**config.mk**
```make
export PLATFORM = sky130hd
export DESIGN_NAME = sv_intr_regs
export DESIGN_NICKNAME = d
export VERILOG_FILES = /design/src/rtl/sv_intr_pkg.sv /design/src/rtl/sv_intr_pend.sv /design/src/rtl/sv_intr_en.sv /design/src/rtl/sv_intr_gate.sv /design/src/rtl/sv_intr_regs.sv
export SDC_FILE = /design/constraint.sdc
export NUM_CORES = 1
export LEC_CHECK = 0
export BUFFER_PORTS_ARGS = -buffer_cell sky130_fd_sc_hd__buf_2
export CORE_MARGIN = 2
export CORE_UTILIZATION = 37
export DETAILED_ROUTE_END_ITERATION = 16
export PLACE_DENSITY = 0.8
export SKIP_LAST_GASP = 1
export SYNTH_ARGS = -nofsm -noshare
export SYNTH_HDL_FRONTEND = slang
export SYNTH_SLANG_ARGS = --single-unit
export TNS_END_PERCENT = 10
```
**constraint.sdc**
```tcl
create_clock -name clk -period 1.1 [get_ports clk]
set_input_delay 0.22 -clock clk [delete_from_list [all_inputs] [get_ports clk]]
set_output_delay 0.22 -clock clk [all_outputs]
set_load 0.01 [all_outputs]
```
**src/rtl/sv_intr_pkg.sv**
```systemverilog
package sv_intr_pkg;
   localparam int MAP_BITS = 10;
   localparam int B_USIP   = 0;
   localparam int B_SSIP   = 1;
   localparam int B_UTIP   = 4;
   localparam int B_STIP   = 5;
   localparam int B_UEIP   = 8;
   localparam int B_SEIP   = 9;

   typedef enum logic {SEL_PEND = 1'b0, SEL_EN = 1'b1} csr_sel_e;

   // pending bits that a CSR write may change
   function automatic logic [MAP_BITS-1:0] pend_sw_mask(input bit user);
      logic [MAP_BITS-1:0] m;
      m = '0;
      m[B_SSIP] = 1'b1;
      m[B_USIP] = user;
      m[B_UEIP] = user;
      return m;
   endfunction

   // enable bits that exist
   function automatic logic [MAP_BITS-1:0] en_mask(input bit user);
      logic [MAP_BITS-1:0] m;
      m = '0;
      m[B_SSIP] = 1'b1;
      m[B_STIP] = 1'b1;
      m[B_SEIP] = 1'b1;
      m[B_USIP] = user;
      m[B_UTIP] = user;
      m[B_UEIP] = user;
      return m;
   endfunction
endpackage

```
**src/rtl/sv_intr_pend.sv**
```systemverilog
module sv_intr_pend
   import sv_intr_pkg::*;
#(
   parameter int XLEN      = 32,
   parameter int USER_INTR = 1
) (
   input  logic            clk,
   input  logic            rst_n,
   input  logic            sw_we,
   input  logic [XLEN-1:0] sw_data,
   input  logic            ipi_set,
   input  logic            stmr_set,
   input  logic            stmr_clr,
   input  logic            ext_lvl,
   input  logic            utmr_lvl,
   output logic [XLEN-1:0] pend_d,
   output logic [XLEN-1:0] pend_q
);
   localparam logic [XLEN-1:0] WMASK = XLEN'(pend_sw_mask(USER_INTR != 0));

   logic utip_src;

   generate
      if (USER_INTR != 0) begin : g_user
         assign utip_src = utmr_lvl;
      end else begin : g_nouser
         logic unused_utmr;
         assign unused_utmr = utmr_lvl;
         assign utip_src    = 1'b0;
      end
   endgenerate

   always_comb begin
      pend_d = pend_q & WMASK;
      if (sw_we) pend_d = sw_data & WMASK;
      if (ipi_set) pend_d[B_SSIP] = 1'b1;            // request beats a write of 0
      if (stmr_set) pend_d[B_STIP] = 1'b1;           // raise beats clear
      else if (!stmr_clr) pend_d[B_STIP] = pend_q[B_STIP];
      else pend_d[B_STIP] = 1'b0;
      pend_d[B_SEIP] = ext_lvl;
      pend_d[B_UTIP] = utip_src;
   end

   always_ff @(posedge clk or negedge rst_n) begin
      if (!rst_n) pend_q <= '0;
      else        pend_q <= pend_d;
   end

   p_ipi_sets_r5: assert property (@(posedge clk) disable iff (!rst_n)
      ipi_set |=> pend_q[B_SSIP]);
   p_ssip_sw_r2: assert property (@(posedge clk) disable iff (!rst_n)
      (sw_we && !ipi_set) |=> pend_q[B_SSIP] == $past(sw_data[B_SSIP]));
   p_stip_hold_r4: assert property (@(posedge clk) disable iff (!rst_n)
      (!stmr_set && !stmr_clr) |=> $stable(pend_q[B_STIP]));
   p_stip_set_r6: assert property (@(posedge clk) disable iff (!rst_n)
      stmr_set |=> pend_q[B_STIP]);
   p_stip_clr_r6: assert property (@(posedge clk) disable iff (!rst_n)
      (stmr_clr && !stmr_set) |=> !pend_q[B_STIP]);
   p_seip_follow_r7: assert property (@(posedge clk) disable iff (!rst_n)
      rst_n |=> pend_q[B_SEIP] == $past(ext_lvl));
endmodule

```
**src/rtl/sv_intr_en.sv**
```systemverilog
module sv_intr_en
   import sv_intr_pkg::*;
#(
   parameter int XLEN      = 32,
   parameter int USER_INTR = 1
) (
   input  logic            clk,
   input  logic            rst_n,
   input  logic            sw_we,
   input  logic [XLEN-1:0] sw_data,
   output logic [XLEN-1:0] en_d,
   output logic [XLEN-1:0] en_q
);
   localparam logic [XLEN-1:0] EMASK = XLEN'(en_mask(USER_INTR != 0));

   always_comb en_d = sw_we ? (sw_data & EMASK) : en_q;

   always_ff @(posedge clk or negedge rst_n) begin
      if (!rst_n) en_q <= '0;
      else        en_q <= en_d;
   end

   p_en_write_r8: assert property (@(posedge clk) disable iff (!rst_n)
      sw_we |=> en_q == ($past(sw_data) & EMASK));
   p_en_hold_r8: assert property (@(posedge clk) disable iff (!rst_n)
      !sw_we |=> $stable(en_q));
endmodule

```
**src/rtl/sv_intr_gate.sv**
```systemverilog
module sv_intr_gate #(
   parameter int XLEN = 32
) (
   input  logic            clk,
   input  logic            rst_n,
   input  logic [XLEN-1:0] pend_d,
   input  logic [XLEN-1:0] en_d,
   output logic [XLEN-1:0] take_q
);
   // registered from next-state values so it moves with the words
   always_ff @(posedge clk or negedge rst_n) begin
      if (!rst_n) take_q <= '0;
      else        take_q <= pend_d & en_d;
   end
endmodule

```
**src/rtl/sv_intr_regs.sv**
```systemverilog
module sv_intr_regs
   import sv_intr_pkg::*;
#(
   parameter int XLEN      = 32,
   parameter int USER_INTR = 1
) (
   input  logic            clk,
   input  logic            rst_n,
   input  logic            csr_we,
   input  logic            csr_sel,
   input  logic [XLEN-1:0] csr_wdata,
   output logic [XLEN-1:0] csr_rdata,
   input  logic            stmr_set,
   input  logic            stmr_clr,
   input  logic            ext_lvl,
   input  logic            utmr_lvl,
   input  logic            ipi_set,
   output logic [XLEN-1:0] irq_take
);
   generate
      if (XLEN < MAP_BITS) begin : g_bad_xlen
         $error("sv_intr_regs: XLEN must be at least %0d", MAP_BITS);
      end
      if (USER_INTR != 0 && USER_INTR != 1) begin : g_bad_user
         $error("sv_intr_regs: USER_INTR must be 0 or 1");
      end
   endgenerate

   csr_sel_e        sel;
   logic            we_pend, we_en;
   logic [XLEN-1:0] pend_d, pend_q, en_d, en_q;

   assign sel     = csr_sel_e'(csr_sel);
   assign we_pend = csr_we && (sel == SEL_PEND);
   assign we_en   = csr_we && (sel == SEL_EN);

   sv_intr_pend #(.XLEN(XLEN), .USER_INTR(USER_INTR)) u_pend (
      .clk(clk), .rst_n(rst_n), .sw_we(we_pend), .sw_data(csr_wdata),
      .ipi_set(ipi_set), .stmr_set(stmr_set), .stmr_clr(stmr_clr),
      .ext_lvl(ext_lvl), .utmr_lvl(utmr_lvl),
      .pend_d(pend_d), .pend_q(pend_q)
   );

   sv_intr_en #(.XLEN(XLEN), .USER_INTR(USER_INTR)) u_en (
      .clk(clk), .rst_n(rst_n), .sw_we(we_en), .sw_data(csr_wdata),
      .en_d(en_d), .en_q(en_q)
   );

   sv_intr_gate #(.XLEN(XLEN)) u_gate (
      .clk(clk), .rst_n(rst_n), .pend_d(pend_d), .en_d(en_d), .take_q(irq_take)
   );

   assign csr_rdata = (sel == SEL_EN) ? en_q : pend_q;

   p_take_match_r9: assert property (@(posedge clk) disable iff (!rst_n)
      rst_n |=> irq_take == (pend_q & en_q));
endmodule

```
==> metrics.cfg, run 1 <==
[outcome]
outcome=finished, violations left
violations=setup timing

[worst_setup_path]
reg2reg_slack_ns=-0.06
path_class=flop to output pin
crit_required_ns=0.88
startpoint_type=flop
worstRegToRegCells=4
crit_path_max_fanout=2
endpoint_kind=output pin
arrival_ns=1.07

[drt]
via_per_inst=3.56
drtIter0Drc=2
drc=0
drt-total-wl_mm=1.57
wl_per_cell_um=8.72
dr.pass1.iters=2
ant_nets=0
vias=640

[sta]
slew_violations=0
rsz0062_at_grt=true
setup_ws_ns=-0.194
min_period_over_period_pct=118
hold_viol=0
fmax_mhz=773
setup_viol_count_final=7
fin_worst_skew_ns=0.000657
whs_ns=0.0488
fin_crit_ns=1.29

[worst_hold_path]
hold_class=input port to flop
whs_path_depth=1

[yosys]
synth.area.top_cells=dfrtp_1 39%, buf_4 34%, mux2_4 9.0%, mux2_2 6.8%, and2_4 3.0%
syn_inst=103
synth_common_cells=52 x buf_4, 18 x dfrtp_1, 7 x mux2_2, 7 x mux2_4, 4 x and2_4
yosysUniqueCellTypes=17
syn_area_mm2=0.00116
yosysMostFrequentCell=buf_4
ys_warn_count=0
yosysTopAreaCell=dfrtp_1
avgSynthCellArea_um2=11.3
ys_ff_latch=18
synthArstFlopShare_pct=100
ys.flop_type=dfrtp_1
synth_top_area_share_pct=38.7
synth-edff-count=0
yosysSeqAreaShare_pct=38.7

[floorplan]
start_util_pct=38.5
dieArea_mm2=0.00361
die_y_um=60.1
ios=105
core-area_mm2=0.00303
std_cell_rows=20
die_x_um=60.1

[cells_and_area]
fin_area_mm2=0.00124
ff_latch_area_um2=450
syn2layout_area_growth_pct=6.12
antenna_cells=0
multi_input_area_um2=500
nNetsFinal=179
layout-drive-gt1-share_pct=39.7
fillers=321

[cts]
cts_root_buffer=clkbuf_4
clk_latency_ns=0.28
cts_sinks=18
clock_path_buffers=2
cts_inserted_buffers=3
h-tree-depth=1
path_clk_slew_ns=0.09
cts_tree=yes

[place]
gp_congestion=0.748
port_buffers=26
dp_hpwl_mm=1.25
pre_cts_ws_ns=-0.138
place_area_mm2=0.00115

[global_routing]
grt_util_all_layers_pct=8.31
antenna_found_initial=0
grt_overflow_total=0
grt_pass1_vias=498
grt_pass1_wl_mm=2.13
grt_max_degree=19

[power_and_ir_drop]
power_density_mw_per_mm2=1250
p_leak_nw=0.699
ir_worst_vdd_mv=0.388
total_power_w=0.00154

[job]
max_cap_violations=0

## where the power goes
group	switching, W	internal [W]	total (W)
Sequential	0.0000327	0.000740	0.000773
Combinational	0.000226	0.000230	0.000456
Clock	0.000185	0.000127	0.000312
## cell usage in the layout (no fill, tap or decap), types with 2 or more instances in the layout
master    instances
conb_1           52
buf_2            23
dfrtp_1          18
mux2_4            9
mux2_2            5
buf_4             5
and2_4            4
inv_1             3
clkbuf_4          3
buf_6             3
a211oi_1          2
## metrics by stage
| stage | TNS, ns | utilization [%] | std cells |
|---|---|---|---|
| 2_1_floorplan | 0 | - | 154 |
| 4_1_cts | -1.27 | 40.1 | 178 |
| 3_5_place_dp | -1.45 | 38.1 | 173 |
| 3_3_place_gp | -1.40 | 38.1 | 173 |
| 6_report | -1.19 | 40.8 | 180 |
| 5_1_grt | -1.55 | 40.8 | 180 |
## routing by layer
layer | GRT usage, % | wire, um
met1 | 8.90 | 551
met2 | 14.6 | 884
met3 | 2.81 | 134
met4 | 3.81 | 0
met5 | 0 | 0
## what timing repair did
| action | in CTS | in global routing |
|---|---|---|
| resized for setup | 4 | 1 |
| pin swaps | 0 | 0 |
| endpoints found under the setup margin | 6 | 6 |
| endpoints found under the hold margin | 18 | 0 |
| cloned | 0 | 0 |
| setup buffers | 1 | 2 |
| hold buffers | 1 | 0 |
## area by class of cell
class,instances,share of cell area [%]
Clock buffer,3,1.82
Inverter,3,0.911
Multi-Input combinational cell,80,40.5
Sequential cell,18,36.4
Tap cell,44,4.45
Timing Repair Buffer,32,15.9
## kinds of logic after synthesis
| group | synth area share (%) |
|---|---|
| other | 0.322 |
| AOI/OAI and AO/OA | 3.11 |
| buffers and inverters | 35.4 |
| muxes | 15.8 |
| DFF | 38.7 |
| and+or+nand+nor | 6.66 |
## critical path, cell delays in order (launching register included)
cell and delay [ns]:
dfrtp_1 0.40, mux2_4 0.27, buf_6 0.12
## registers in the layout, summed over array words and instances, names as in the netlist
signal	count
u_pend.pend_q	6
u_en.en_q	6
u_gate.take_q	6
## worst paths after layout
check	from	end
min in group asynchronous	rst_n	u_gate.take_q[8]$_DFF_PN0_
worst max-delay path	u_en.en_q[8]$_DFF_PN0_	csr_rdata[8]
worst max register to register	u_en.en_q[8]$_DFF_PN0_	u_gate.take_q[8]$_DFF_PN0_
worst min-delay path	utmr_lvl	u_pend.pend_q[4]$_DFF_PN0_
max in group asynchronous	rst_n	u_pend.pend_q[9]$_DFF_PN0_
worst min register to register	u_pend.pend_q[5]$_DFF_PN0_	u_pend.pend_q[5]$_DFF_PN0_
Power figures use the tool's default switching activity.
==> run 2, diff against run 1 <==
==> constraint.sdc (replaced) <==
create_clock -name clk -period 1.2 [get_ports clk]
set_input_delay 0.24 -clock clk [delete_from_list [all_inputs] [get_ports clk]]
set_output_delay 0.24 -clock clk [all_outputs]
set_load 0.01 [all_outputs]
==> run 2 against run 1 <==
The run still ends with setup timing left; largest power group unchanged; routed wire length up 8.2%; global-route usage up 0.95 points; sequential power down 8.4%.
==> metrics.cfg, run 2 (synthesized netlist as in run 1, its figures left out) <==
[outcome]
outcome=finished, violations left
violations=setup timing

[cts]
cts_root_buffer=clkbuf_4
cts_inserted_buffers=3
cts_tree=yes
path_clk_slew_ns=0.11
clock_path_buffers=2
h-tree-depth=1
clk_latency_ns=0.29
cts_sinks=18

[worst_setup_path]
startpoint_type=flop
crit_path_max_fanout=2
worstRegToRegCells=4
reg2reg_to=u_gate.take_q[5]$_DFF_PN0_
crit_buf_inv=1
arrival_ns=1.09
reg2reg_slack_ns=0.06
slowest_delay_ns=0.41
cp_cell_sequence=mux2_2, buf_2
crit_required_ns=0.96
path_class=flop to output pin
regToRegStartpoint=u_en.en_q[5]$_DFF_PN0_
slowest_stage=dfrtp_1
crit_family=flip-flops
endpoint_kind=output pin

[cells_and_area]
mostFrequentLayoutCell=conb_1
final_cell_mix=52 x conb_1, 22 x buf_2, 18 x dfrtp_1
syn2layout_area_growth_pct=10.4
fin_area_mm2=0.00129
antenna_cells=0
nNetsFinal=183
largestRegisters=u_en.en_q: 6 flops, u_gate.take_q: 6 flops, u_pend.pend_q: 6 flops
fillers=312
layout-drive-gt1-share_pct=41.8
instances_no_fill=185

[drt]
drtIter0Drc=7
wl_per_cell_um=9.18
via_per_inst=3.51
drc=0
dr.pass1.iters=3
ant_nets=0
drt-total-wl_mm=1.70
vias=649

[global_routing]
grt_pass1_wl_mm=2.44
antenna_found_initial=0
grt_util_all_layers_pct=9.26
grt_max_degree=19
met2_usage_pct=17.1
grt-busiest-layer=met2
grt_use_met1_pct=10.5
grt_overflow_total=0
use_met3_pct=1.95
grt_pass1_vias=550

[sta]
fin_crit_ns=1.33
setup_viol_count_final=6
setup_ws_ns=-0.125
tns_ns=-0.707
whs_ns=0.0624
min_period_over_period_pct=110
fmax_mhz=754
rsz0062_at_grt=true
hold_viol=0
fin_worst_skew_ns=0.00197
slew_violations=0

[floorplan]
ios=105
die_y_um=60.1
die_x_um=60.1
core-area_mm2=0.00303
std_cell_rows=20
dieArea_mm2=0.00361
start_util_pct=38.5

[worst_hold_path]
worstHoldStart=utmr_lvl
hold_class=input port to flop
whs_path_depth=1
min_to=u_pend.pend_q[4]$_DFF_PN0_

[place]
place_inst=173
place_area_mm2=0.00115
gp_congestion=0.729
port_buffers=26
dp_hpwl_mm=1.26
pre_cts_ws_ns=-0.0691

[power_and_ir_drop]
power.internal_w=0.00110
clkPwrFrac_pct=24.3
power_density_mw_per_mm2=1190
ir_worst_vdd_mv=0.432
comb_power_share_pct=29.6
switching_share_pct=28.3
p_switching_w=0.000435
p_leak_nw=0.726
p_seq_share_pct=46.1

[job]
max_cap_violations=0

-- run 2: through the flow --
stage	power, W	utilization, %
after floorplan	0.00110	-
after global placement	0.00108	38.1
after detailed placement	0.00109	38.1
after CTS	0.00153	41.7
after global routing	0.00164	42.5
final	0.00154	42.5
-- run 2: timing repair --
item | 4_1_cts | 5_1_grt
setup buffers | 5 | 2
resized for setup | 4 | 2
endpoints found under the hold margin | 18 | 0
hold buffers | 1 | 0
setup endpoints to repair | 6 | 6
-- run 2: worst reg2reg max path: stages (launching register included) --
cell     delay (ns)
dfrtp_1        0.39
buf_4          0.13
buf_4          0.12
mux2_4         0.26
and2_4         0.15
-- run 2: per-layer routing --
layer / routed length [um] / part of all wire (%)
met5: 0 / 0
met4: 0 / 0
met3: 117 / 6.9
met2: 961 / 57
met1: 619 / 36
-- run 2: worst max-delay path by stage --
stage,cells after the start,start,slack (ns),endpoint
global route,2,u_en.en_q[4]$_DFF_PN0_,-0.18,csr_rdata[4]
finish,2,u_pend.pend_q[1]$_DFF_PN0_,-0.13,csr_rdata[1]
detailed placement,3,csr_sel,-0.07,csr_rdata[8]
CTS,2,u_en.en_q[8]$_DFF_PN0_,-0.13,csr_rdata[8]
floorplan,4,csr_sel,0.12,u_gate.take_q[0]$_DFF_PN0_
global placement,3,csr_sel,-0.07,csr_rdata[8]
-- run 2: area by class of cell --
| cell class | count | area, um^2 | share of cell area (%) |
|---|---|---|---|
| multi-input cells | 80 | 500 | 38.9 |
| well taps | 44 | 55.1 | 4.28 |
| inverters | 3 | 11.3 | 0.875 |
| clock buffers | 4 | 36.3 | 2.82 |
| repair buffers | 36 | 233 | 18.1 |
| flip-flops and latches | 18 | 450 | 35.0 |
-- run 2: power groups by stage --
stage	Sequential (W)	Clock, W	Combinational [W]
3_3_place_gp	0.000720	0	0.000361
5_1_grt	0.000715	0.000426	0.000499
2_1_floorplan	0.000729	0	0.000369
3_5_place_dp	0.000722	0	0.000366
4_1_cts	0.000706	0.000391	0.000430
6_report	0.000708	0.000374	0.000455
